[src/rtl/sdrb_pkg.sv]
`timescale 1ns/1ps
package sdrb_pkg;

    localparam int NUM_SPACES = 2;
    localparam int SPACE_W    = $clog2(NUM_SPACES);
    localparam int CL_CODE_W  = 2;
    localparam int CL_W       = 3;   // holds 1..4
    localparam int OFF_W      = 3;   // burst offset up to CL+3 = 7

    typedef enum logic [2:0] {
        ST_IDLE,
        ST_ACT,
        ST_RCDW,
        ST_BURST,
        ST_DEND,
        ST_PWAIT
    } seq_state_e;

    typedef struct packed {
        logic [SPACE_W-1:0] space;
        logic [CL_W-1:0]    cl;
        logic               rcd2;
    } timing_t;

    typedef struct packed {
        logic ras_n;
        logic cas_n;
        logic rdwr;
    } cmd_t;

    localparam cmd_t CMD_NOP  = '{ras_n: 1'b1, cas_n: 1'b1, rdwr: 1'b1};
    localparam cmd_t CMD_ACT  = '{ras_n: 1'b0, cas_n: 1'b1, rdwr: 1'b1};
    localparam cmd_t CMD_READ = '{ras_n: 1'b1, cas_n: 1'b0, rdwr: 1'b1};

    // Latency code 0..3 stands for 1..4 cycles.
    function automatic logic [CL_W-1:0] cl_cycles(input logic [CL_CODE_W-1:0] code);
        return {1'b0, code} + CL_W'(1);
    endfunction

endpackage

[src/rtl/sdrb_cfg_sel.sv]
`timescale 1ns/1ps
module sdrb_cfg_sel
    import sdrb_pkg::*;
(
    input  logic [SPACE_W-1:0]              space_i,
    input  logic [NUM_SPACES*CL_CODE_W-1:0] cfg_cl_i,
    input  logic [NUM_SPACES-1:0]           cfg_rcd_i,
    output timing_t                         tim_o
);

    timing_t tab [NUM_SPACES];

    for (genvar g = 0; g < NUM_SPACES; g++) begin : g_space
        assign tab[g] = '{space: SPACE_W'(g),
                          cl:    cl_cycles(cfg_cl_i[g*CL_CODE_W +: CL_CODE_W]),
                          rcd2:  cfg_rcd_i[g]};
    end

    assign tim_o = tab[space_i];

endmodule

[src/rtl/sdrb_seq_fsm.sv]
`timescale 1ns/1ps
module sdrb_seq_fsm
    import sdrb_pkg::*;
#(
    parameter int ADDR_W = 13,
    parameter int COL_W  = 10
) (
    input  logic              clk,
    input  logic              rst,
    input  logic              req_i,
    input  timing_t           tim_i,
    input  logic [ADDR_W-1:0] row_i,
    input  logic [COL_W-1:0]  col_i,
    output logic              issue_act_o,
    output logic              issue_rd_o,
    output logic              beat_en_o,
    output logic [SPACE_W-1:0] space_o,
    output logic [ADDR_W-1:0] row_o,
    output logic [COL_W-1:0]  col_o
);

    seq_state_e        st_q, st_d;
    logic [OFF_W-1:0]  off_q, off_d;
    timing_t           tim_q, tim_d;
    logic [ADDR_W-1:0] row_q, row_d;
    logic [COL_W-1:0]  col_q, col_d;
    logic [OFF_W:0]    last_off;

    assign last_off = {1'b0, tim_q.cl} + (OFF_W+1)'(3);

    always_comb begin
        st_d  = st_q;
        off_d = off_q;
        tim_d = tim_q;
        row_d = row_q;
        col_d = col_q;
        case (st_q)
            ST_IDLE, ST_PWAIT: begin
                if (req_i) begin
                    st_d  = ST_ACT;
                    tim_d = tim_i;
                    row_d = row_i;
                    col_d = col_i;
                end else begin
                    st_d = ST_IDLE;
                end
            end
            ST_ACT: begin
                st_d  = tim_q.rcd2 ? ST_RCDW : ST_BURST;
                off_d = '0;
            end
            ST_RCDW: begin
                st_d  = ST_BURST;
                off_d = '0;
            end
            ST_BURST: begin
                if ({1'b0, off_q} == last_off) st_d = ST_DEND;
                else                          off_d = off_q + OFF_W'(1);
            end
            ST_DEND: st_d = ST_PWAIT;
            default: st_d = ST_IDLE;
        endcase
    end

    always_ff @(posedge clk) begin
        if (rst) begin
            st_q  <= ST_IDLE;
            off_q <= '0;
            tim_q <= '0;
            row_q <= '0;
            col_q <= '0;
        end else begin
            st_q  <= st_d;
            off_q <= off_d;
            tim_q <= tim_d;
            row_q <= row_d;
            col_q <= col_d;
        end
    end

    // Bus outputs are registered from the next state, so a command is on
    // the bus during the cycle in which st_q holds the matching state.
    assign issue_act_o = (st_d == ST_ACT);
    assign issue_rd_o  = (st_d == ST_BURST) && (st_q != ST_BURST);
    assign beat_en_o   = (st_q == ST_BURST) && (off_q >= OFF_W'(tim_q.cl));
    assign space_o     = tim_d.space;
    assign row_o       = row_d;
    assign col_o       = col_d;

endmodule

[src/rtl/sdrb_bus_drv.sv]
`timescale 1ns/1ps
module sdrb_bus_drv
    import sdrb_pkg::*;
#(
    parameter int ADDR_W = 13,
    parameter int COL_W  = 10,
    parameter int AP_BIT = 10
) (
    input  logic                  clk,
    input  logic                  rst,
    input  logic                  issue_act_i,
    input  logic                  issue_rd_i,
    input  logic [SPACE_W-1:0]    space_i,
    input  logic [ADDR_W-1:0]     row_i,
    input  logic [COL_W-1:0]      col_i,
    output logic                  ack_o,
    output logic [NUM_SPACES-1:0] cs_n_o,
    output cmd_t                  cmd_o,
    output logic [ADDR_W-1:0]     addr_o
);

    cmd_t                  cmd_d;
    logic [NUM_SPACES-1:0] cs_n_d;
    logic [ADDR_W-1:0]     addr_d;
    logic [ADDR_W-1:0]     addr_rd;

    always_comb begin
        addr_rd                = '0;
        addr_rd[COL_W-1:0]     = col_i;
        addr_rd[AP_BIT]        = 1'b1;   // auto-precharge on this read

        cmd_d  = CMD_NOP;
        cs_n_d = '1;
        addr_d = '0;
        if (issue_act_i) begin
            cmd_d           = CMD_ACT;
            cs_n_d[space_i] = 1'b0;
            addr_d          = row_i;
        end else if (issue_rd_i) begin
            cmd_d           = CMD_READ;
            cs_n_d[space_i] = 1'b0;
            addr_d          = addr_rd;
        end
    end

    always_ff @(posedge clk) begin
        if (rst) begin
            ack_o  <= 1'b0;
            cs_n_o <= '1;
            cmd_o  <= CMD_NOP;
            addr_o <= '0;
        end else begin
            ack_o  <= issue_act_i;
            cs_n_o <= cs_n_d;
            cmd_o  <= cmd_d;
            addr_o <= addr_d;
        end
    end

endmodule

[src/rtl/sdrb_capture.sv]
`timescale 1ns/1ps
module sdrb_capture #(
    parameter int DATA_W = 32
) (
    input  logic              clk,
    input  logic              rst,
    input  logic              beat_en_i,
    input  logic [DATA_W-1:0] dq_i,
    output logic [DATA_W-1:0] rdata_o,
    output logic              rvalid_o
);

    always_ff @(posedge clk) begin
        if (rst) begin
            rdata_o  <= '0;
            rvalid_o <= 1'b0;
        end else begin
            rvalid_o <= beat_en_i;
            if (beat_en_i) rdata_o <= dq_i;
        end
    end

endmodule

[src/rtl/sdram_burst_rd_seq.sv]
`timescale 1ns/1ps
module sdram_burst_rd_seq
    import sdrb_pkg::*;
#(
    parameter int ADDR_W = 13,
    parameter int COL_W  = 10,
    parameter int AP_BIT = 10,
    parameter int DATA_W = 32
) (
    input  logic                            clk,
    input  logic                            rst,
    input  logic                            req_i,
    input  logic [SPACE_W-1:0]              space_i,
    input  logic [ADDR_W-1:0]               row_i,
    input  logic [COL_W-1:0]                col_i,
    input  logic [NUM_SPACES*CL_CODE_W-1:0] cfg_cl_i,
    input  logic [NUM_SPACES-1:0]           cfg_rcd_i,
    output logic                            ack_o,
    output logic [NUM_SPACES-1:0]           sd_cs_n_o,
    output logic                            sd_ras_n_o,
    output logic                            sd_cas_n_o,
    output logic                            sd_rdwr_o,
    output logic [ADDR_W-1:0]               sd_addr_o,
    input  logic [DATA_W-1:0]               sd_dq_i,
    output logic [DATA_W-1:0]               rdata_o,
    output logic                            rvalid_o
);

    timing_t            tim_sel;
    logic               issue_act, issue_rd, beat_en;
    logic [SPACE_W-1:0] cmd_space;
    logic [ADDR_W-1:0]  cmd_row;
    logic [COL_W-1:0]   cmd_col;
    cmd_t               cmd;

    sdrb_cfg_sel u_cfg (
        .space_i   (space_i),
        .cfg_cl_i  (cfg_cl_i),
        .cfg_rcd_i (cfg_rcd_i),
        .tim_o     (tim_sel)
    );

    sdrb_seq_fsm #(.ADDR_W(ADDR_W), .COL_W(COL_W)) u_fsm (
        .clk         (clk),
        .rst         (rst),
        .req_i       (req_i),
        .tim_i       (tim_sel),
        .row_i       (row_i),
        .col_i       (col_i),
        .issue_act_o (issue_act),
        .issue_rd_o  (issue_rd),
        .beat_en_o   (beat_en),
        .space_o     (cmd_space),
        .row_o       (cmd_row),
        .col_o       (cmd_col)
    );

    sdrb_bus_drv #(.ADDR_W(ADDR_W), .COL_W(COL_W), .AP_BIT(AP_BIT)) u_drv (
        .clk         (clk),
        .rst         (rst),
        .issue_act_i (issue_act),
        .issue_rd_i  (issue_rd),
        .space_i     (cmd_space),
        .row_i       (cmd_row),
        .col_i       (cmd_col),
        .ack_o       (ack_o),
        .cs_n_o      (sd_cs_n_o),
        .cmd_o       (cmd),
        .addr_o      (sd_addr_o)
    );

    sdrb_capture #(.DATA_W(DATA_W)) u_cap (
        .clk       (clk),
        .rst       (rst),
        .beat_en_i (beat_en),
        .dq_i      (sd_dq_i),
        .rdata_o   (rdata_o),
        .rvalid_o  (rvalid_o)
    );

    assign sd_ras_n_o = cmd.ras_n;
    assign sd_cas_n_o = cmd.cas_n;
    assign sd_rdwr_o  = cmd.rdwr;

endmodule

[config.mk]
export PLATFORM = sky130hd
export DESIGN_NAME = sdram_burst_rd_seq
export DESIGN_NICKNAME = d
export VERILOG_FILES = /design/src/rtl/sdrb_pkg.sv /design/src/rtl/sdrb_cfg_sel.sv /design/src/rtl/sdrb_seq_fsm.sv /design/src/rtl/sdrb_bus_drv.sv /design/src/rtl/sdrb_capture.sv /design/src/rtl/sdram_burst_rd_seq.sv
export SDC_FILE = /design/constraint.sdc
export NUM_CORES = 1
export LEC_CHECK = 0
export BUFFER_PORTS_ARGS = -buffer_cell sky130_fd_sc_hd__buf_2
export CAP_MARGIN = 15
export CORE_UTILIZATION = 54
export CTS_CLUSTER_DIAMETER = 60
export DETAILED_ROUTE_END_ITERATION = 16
export HOLD_SLACK_MARGIN = 0.02
export PLACE_DENSITY = 0.85
export SLEW_MARGIN = 15
export SYNTH_ARGS = -nofsm -noshare
export SYNTH_HDL_FRONTEND = slang
export SYNTH_HIERARCHICAL = 1
export SYNTH_SLANG_ARGS = --single-unit
[constraint.sdc]
create_clock -name clk -period 4.9 [get_ports clk]
set_input_delay 0.245 -clock clk [delete_from_list [all_inputs] [get_ports clk]]
set_output_delay 0.245 -clock clk [all_outputs]
set_load 0.02 [all_outputs]
Word level (Yosys, flattened, before mapping)
Index checks and enable logic that the tools add are counted.
{ "word_totals": {"ff_bits": 86, "inputBits": 65, "word_cells": 68} }
{ "classes": {"muxes": 23, "addsub": 4, "n_eq_ne": 10, "n_reduce_logical": 10, "n_bitwise": 2, "magnitude_cmp": 4} }
{ "ops": {"columns": ["cell", "n"], "rows": [
  ["$mux W13", 3],
  ["$mux W5", 5],
  ["$mux W10", 2],
  ["$pmux W3 S5", 1],
  ["$mux W11", 1],
  ["$eq A3 B2 Y1 const B", 3],
  ["$mux W3", 3],
  ["$add A2 B1 Y3 const B", 2],
  ["$eq A3 B1 Y1 const B", 2],
  ["$eq A3 B3 Y1 const B", 2],
  ["$mux W2", 3],
  ["$pmux W3 S2", 1],
  ["$reduce_or A2 Y1", 3],
  ["$add A3 B2 Y4 const B", 1],
  ["$eq A3 B4 Y1", 1],
  ["$reduce_and A2 Y1", 2],
  ["$add A3 B1 Y3 const B", 1],
  ["$ge A3 B3 Y1", 1],
  ["$logic_and A1 B1 Y1", 3],
  ["$logic_not A3 Y1", 1],
  ["$mux W1", 3],
  ["$ne A3 B2 Y1 const B", 1],
  ["$ge A2 B2 Y1 const B", 1],
  ["$lt A1 B2 Y1 const B", 1],
  ["other kinds (6)", 6]
]} }

Longest topological paths before layout
{ "depth": {"ltp_word": 13, "ltp_mapped": 10, "ltp_nobuf": 8} }

By module
The synthesis kept the hierarchy.
{ "by_module_without_submodules": {"columns": ["mod", "area_each_um2", "instances", "cells_per_inst", "seq_area_each_um2"], "rows": [
  ["sdrb_seq_fsm", 1620.3, 1, 153, 680.7],
  ["sdrb_capture", 1202.4, 1, 106, 660.6],
  ["sdrb_bus_drv", 636.9, 1, 64, 360.3],
  ["sdrb_cfg_sel", 63.8, 1, 6, 0.0]
]} }

Worst setup path after synthesis
No wires, ideal clock.
{ "synth_path": {"path_kind": "register to register", "from": "register u_fsm.off_q[0]", "to": "register u_cap.rdata_o[3]", "n_path_buf": 2, "arrival_ns": 1.668, "path_stages_with_launch": 11, "setup_ns": 0.116, "slack_ns": 3.116, "cell_sequence": "dfxtp_1 > inv_1 > ha_1 > nand2b_1 > a21o_1 > a21oi_1 > nor3_1 > buf_6 > buf_12 > mux2i_1 > nor2_2"} }
{ "synth_via": {"elab_chain_len": 2} }
{ "synth_lines": {"columns": ["item", "line", "text"], "rows": [
  ["start: declaration", "sdrb_seq_fsm.sv:23", "logic [OFF_W-1:0] off_q, off_d;"],
  ["start signal: assignment", "sdrb_seq_fsm.sv:68", "off_q <= '0;"],
  ["start signal: assignment", "sdrb_seq_fsm.sv:74", "off_q <= off_d;"],
  ["$ge A3 B3 Y1", "sdrb_seq_fsm.sv:85", "assign beat_en_o = (st_q == ST_BURST) && (off_q >= OFF_W'(tim_q.cl));"],
  ["$logic_and A1 B1 Y1", "sdrb_seq_fsm.sv:85", null],
  ["named net beat_en", "sdram_burst_rd_seq.sv:30", "logic issue_act, issue_rd, beat_en;"],
  ["end signal: assignment", "sdrb_capture.sv:19", "if (beat_en_i) rdata_o <= dq_i;"],
  ["end: declaration", "sdrb_capture.sv:9", "output logic [DATA_W-1:0] rdata_o,"]
]} }
The timed path passes the listed nets, and every way through them passes these cells.
A chain may end at the register's enable or synchronous reset.

Worst setup path in the final report
{ "layout_path": {"from": "register u_fsm.st_q[2]", "to": "register u_drv.cs_n_o[0]"} }
{ "layout_via": {"word_cells_on_any_way": 22} }
{ "layout_rtl": {"columns": ["item", "line", "text"], "rows": [
  ["start: declaration", "sdrb_seq_fsm.sv:22", "seq_state_e st_q, st_d;"],
  ["start signal: assignment", "sdrb_seq_fsm.sv:73", "st_q <= st_d;"],
  ["$eq A3 B3 Y1 / $logic_not A3 Y1 (equally long branches)", "sdrb_seq_fsm.sv:37", "case (st_q)"],
  ["$reduce_or A2 Y1", "sdrb_seq_fsm.sv:37", null],
  ["$pmux W3 S5 *", "sdrb_seq_fsm.sv:37", null],
  ["$eq A3 B1 Y1 *", "sdrb_seq_fsm.sv:83", "assign issue_act_o = (st_d == ST_ACT);"],
  ["named net issue_act", "sdram_burst_rd_seq.sv:30", null],
  ["$mux W2 *", "sdrb_bus_drv.sv:35", "if (issue_act_i) begin"],
  ["end signal: assignment", "sdrb_bus_drv.sv:54", "cs_n_o <= cs_n_d;"],
  ["end: declaration", "sdrb_bus_drv.sv:17", "output logic [NUM_SPACES-1:0] cs_n_o,"]
]} }
The timed path passes the listed nets; every way through them passes the cells marked *.

==> summary.md <==
| Metric | Value |
|---|---|
| Status | complete, no violations |
| First-pass GRT wire length | 9470 um |
| Final WS setup | 2630 ps |
| Post-synthesis cell area | 3520 um^2 |
| Flops & latches, synth | 85 |
| Resized Gates After CTS | 0 |
| Die area | 6850 um^2 |
| GP Congestion | 0.760 |
| Pwr per Cell Area | 367 nW/um^2 |
| CP peak stage delay | 520 ps |
| Max Buffers Root-to-Sink | 2 |
| CTS H-tree depth | 3 |
| Hold Vio Cnt, Final | 0 |
| End of the worst hold path | u_cap/rdata_o[17] |
| R2R setup slack | 2630 ps |
| Leakage Power | 1.93 nW |
| DRC | 0 |
| Clock skew | 14.8 ps |
| TritonCTS clock tree | done |
| Worst hold path class | input port to flop |
| Root Buffer | clkbuf_8 |
| Worst Max-Slew Pin Slew | 1050 ps |
| Top_reg_cell synth | dfxtp_1 |
| RSZ-0062 raised after global routing | false |
| I/O Pins | 117 |
| Post-Route WL | 6440 um |
| Yosys warns | 6 |
| Share of cells above drive strength 1 | 38.9% |
| Max-capacitance violation count | 0 |
| Slew Viols, Final | 0 |
| Fmax | 441 MHz |
| Via count | between 2,000 and 3,000 |
| Worst endpoint required time | roughly 5100 ps |
| Initial antenna violation count | 0 |
| Tmin final | about 2300 ps |
| TritonCTS Sinks | 85 |
| Area Growth Syn to Fin | 20.7% |
| Initial core utilization | 55.8% |
| Worst-path cell chain | xor2_1 -> nor3b_4 -> buf_4 -> mux2_2 -> or3_1 |
| Hold_sp | sd_dq_i[17] |
| R2R cell count | 5 |
| Worst hold-check slack | 121 ps |
| Initial DRC count | between 70 and 80 |
| DP Wirelength | between 4000 and 5000 um |
| Worst Path Buf+Inv | 1 |
| Setup tns final | 0 ps |
| Maximum number of pins on one net before global-route repair | 82 |
| Placement Setup Slack | 2630 ps |
| Fraction of registers with async set/reset | 0% |
| Core box area | 6310 um^2 |
| Worst EP arrival | 2500 ps |
| Gate Count Post-Synth | 329 |
| Reg2reg start | u_fsm/st_q[2] |
| Worst vdd ir | 0.000254 V |
| Largest delay share family, worst path | simple AND/OR/NAND/NOR gates |
| Reg-to-Reg End | u_drv/cs_n_o[0] |
| Number of flops mapped to enable cells by yosys | 0 |
| Synth Area per Inst | 10.7 um^2 |
| Total chip power | 1.56 mW |
| Num CTS Buffers | 9 |
| Die Ht | around 83 um |
| Multi-input gate area | 1590 um^2 |
| Worst hold stages | 3 |
| Post-layout net count | slightly above 500 |
| Post-CTS setup buffer count | 0 |
| Die Span X | 82.8 um |
| Grt ovf | 0 |
| Port bufs | 115 |
| Hold_buf cts | 0 |
| Clock slew seen by the registers of the worst setup and hold paths | 90 ps |
| Seq/Total Area, Yosys | between 40 and 50% |
| FILL cells | about 490 |
| Critical path type | flop to flop |
| Startpoint types | flop |
| Inst Count DP | 501 |
| Fin cells | 517 |
| Crit path max-delay cell type | dfxtp_1 |
| Antenna Diode Count | 0 |
| Crit-path max FO | 52 |
| Row cnt | 29 |
| Slew HR | 30.0% |
| Vias in the first global route | 2,187 |
| DR pass1 iterations | 4 |
| Final setup vio count | 0 |
| Syn nets | 400 |
| Final ANT Viol Nets | 0 |
| GRT Total Usage | a little under a fifth |
| Clk_lat worst skew | 360 ps |
| Period utilization | 46.3% |
| Drt wl/cell | ~12 um |
| Vias per inst | 4.94 |
| CP endpoint kind | flop |
| Storage cell area | 1700 um^2 |
| Yosys cell types | 38 |
==> tightest hold or removal path, stage by stage <==
cell and delay [ps]:
buf_2 70, mux2i_1 60, nor2_1 70
==> routing by layer <==
metal | global-route usage, % | vias up | wire length, um
met3 | 5.36 | 12 | 475
met1 | 21.0 | 1145 | 2830
met2 | 31.4 | 92 | 3030
met4 | 10.0 | 0 | 113
met5 | 0 | - | 0
li1 | - | 1304 | -
==> power by group <==
part	total [mW]	switching (mW)	internal (mW)
Clock	0.554	0.249	0.305
Sequential	0.752	0.0195	0.732
Combinational	0.256	0.135	0.121
==> logic make-up (layout without fill, tap and decap cells) <==
family,count (synthesis),count (layout),synth area share (%)
DFF,85,85,48.3
xor gates and xnor gates,4,4,0.994
AOI/OAI and AO/OA,22,22,3.84
muxes,70,70,21.4
other,1,1,0.106
adders and majority gates,6,6,2.13
and+or+nand+nor,109,109,16.3
buffers and inverters,32,143,6.92
==> area by class of cell <==
cell class	instances	share of cell area [%]
multi-input combinational	212	37.4
clock inverter	6	2.24
sequential	85	40.0
tap	77	2.27
timing repair buffer	118	14.1
inverter	9	0.795
clock buffer	10	3.24
==> metrics by stage <==
stage | area (um^2) | utilization [%]
finish | 4250 | 67.3
global route | 4250 | 67.3
CTS | 4250 | 67.3
detailed placement | 4020 | 63.7
global placement | 4020 | 63.7
floorplan | 3520 | -
==> state kept, by name (all words and copies together), names as in the netlist <==
| signal | flops |
|---|---|
| u_cap/rdata_o | 32 |
| u_drv/addr_o | 13 |
| u_fsm/row_q | 13 |
| u_fsm/col_q | 10 |
| u_fsm/tim_q | 5 |
| u_fsm/off_q | 3 |
| u_fsm/st_q | 3 |
| u_drv/cmd_o | 2 |
| u_drv/cs_n_o | 2 |
| u_cap/rvalid_o | 1 |
| u_drv/ack_o | 1 |
==> cells in the mapped netlist (all sizes together), types with 2 or more instances <==
cell,number,area [um^2]
dfxtp,85,1700
nor2,44,170
mux2i,42,420
mux2,28,334
nor2b,22,145
buf,18,188
a21oi,14,70.1
nand2,13,48.8
nand3b,10,75.1
inv,9,33.8
ha,6,75.1
and2b,5,37.5
clkbuf,5,22.5
nor3,4,20.0
nand2b,3,18.8
and2,2,12.5
o211ai,2,15.0
o21ai,2,13.8
or2,2,12.5
xnor2,2,17.5
xor2,2,17.5
==> cell usage in the layout (no fill, tap or decap), types with 5 or more instances in the layout <==
cell type  netlist  routed
a21oi_1         14      14
and2b_1          5       5
buf_2            5     115
clkbuf_8         0      10
dfxtp_1         85      85
ha_1             6       6
inv_1            9       9
mux2_2          23      23
mux2_4           5       5
mux2i_1         42      42
nand2_1         13      13
nand3b_1        10      10
nor2_1          42      42
nor2b_1         21      21
==> worst max path at each step <==
stage | start | end | slack (ps) | cells after the start
CTS | u_fsm/st_q[2] | u_drv/cs_n_o[0] | 2610 | 5
finish | u_fsm/st_q[2] | u_drv/cs_n_o[0] | 2630 | 5
detailed placement | u_fsm/st_q[2] | u_drv/cs_n_o[0] | 2630 | 5
global route | u_fsm/st_q[2] | u_drv/cs_n_o[0] | 2460 | 5
global placement | u_fsm/st_q[2] | u_drv/cs_n_o[0] | 2710 | 5
floorplan | u_fsm/off_q[0] | u_cap/rdata_o[3] | 3120 | 10
Note: power is estimated with default switching activity, not from simulation.
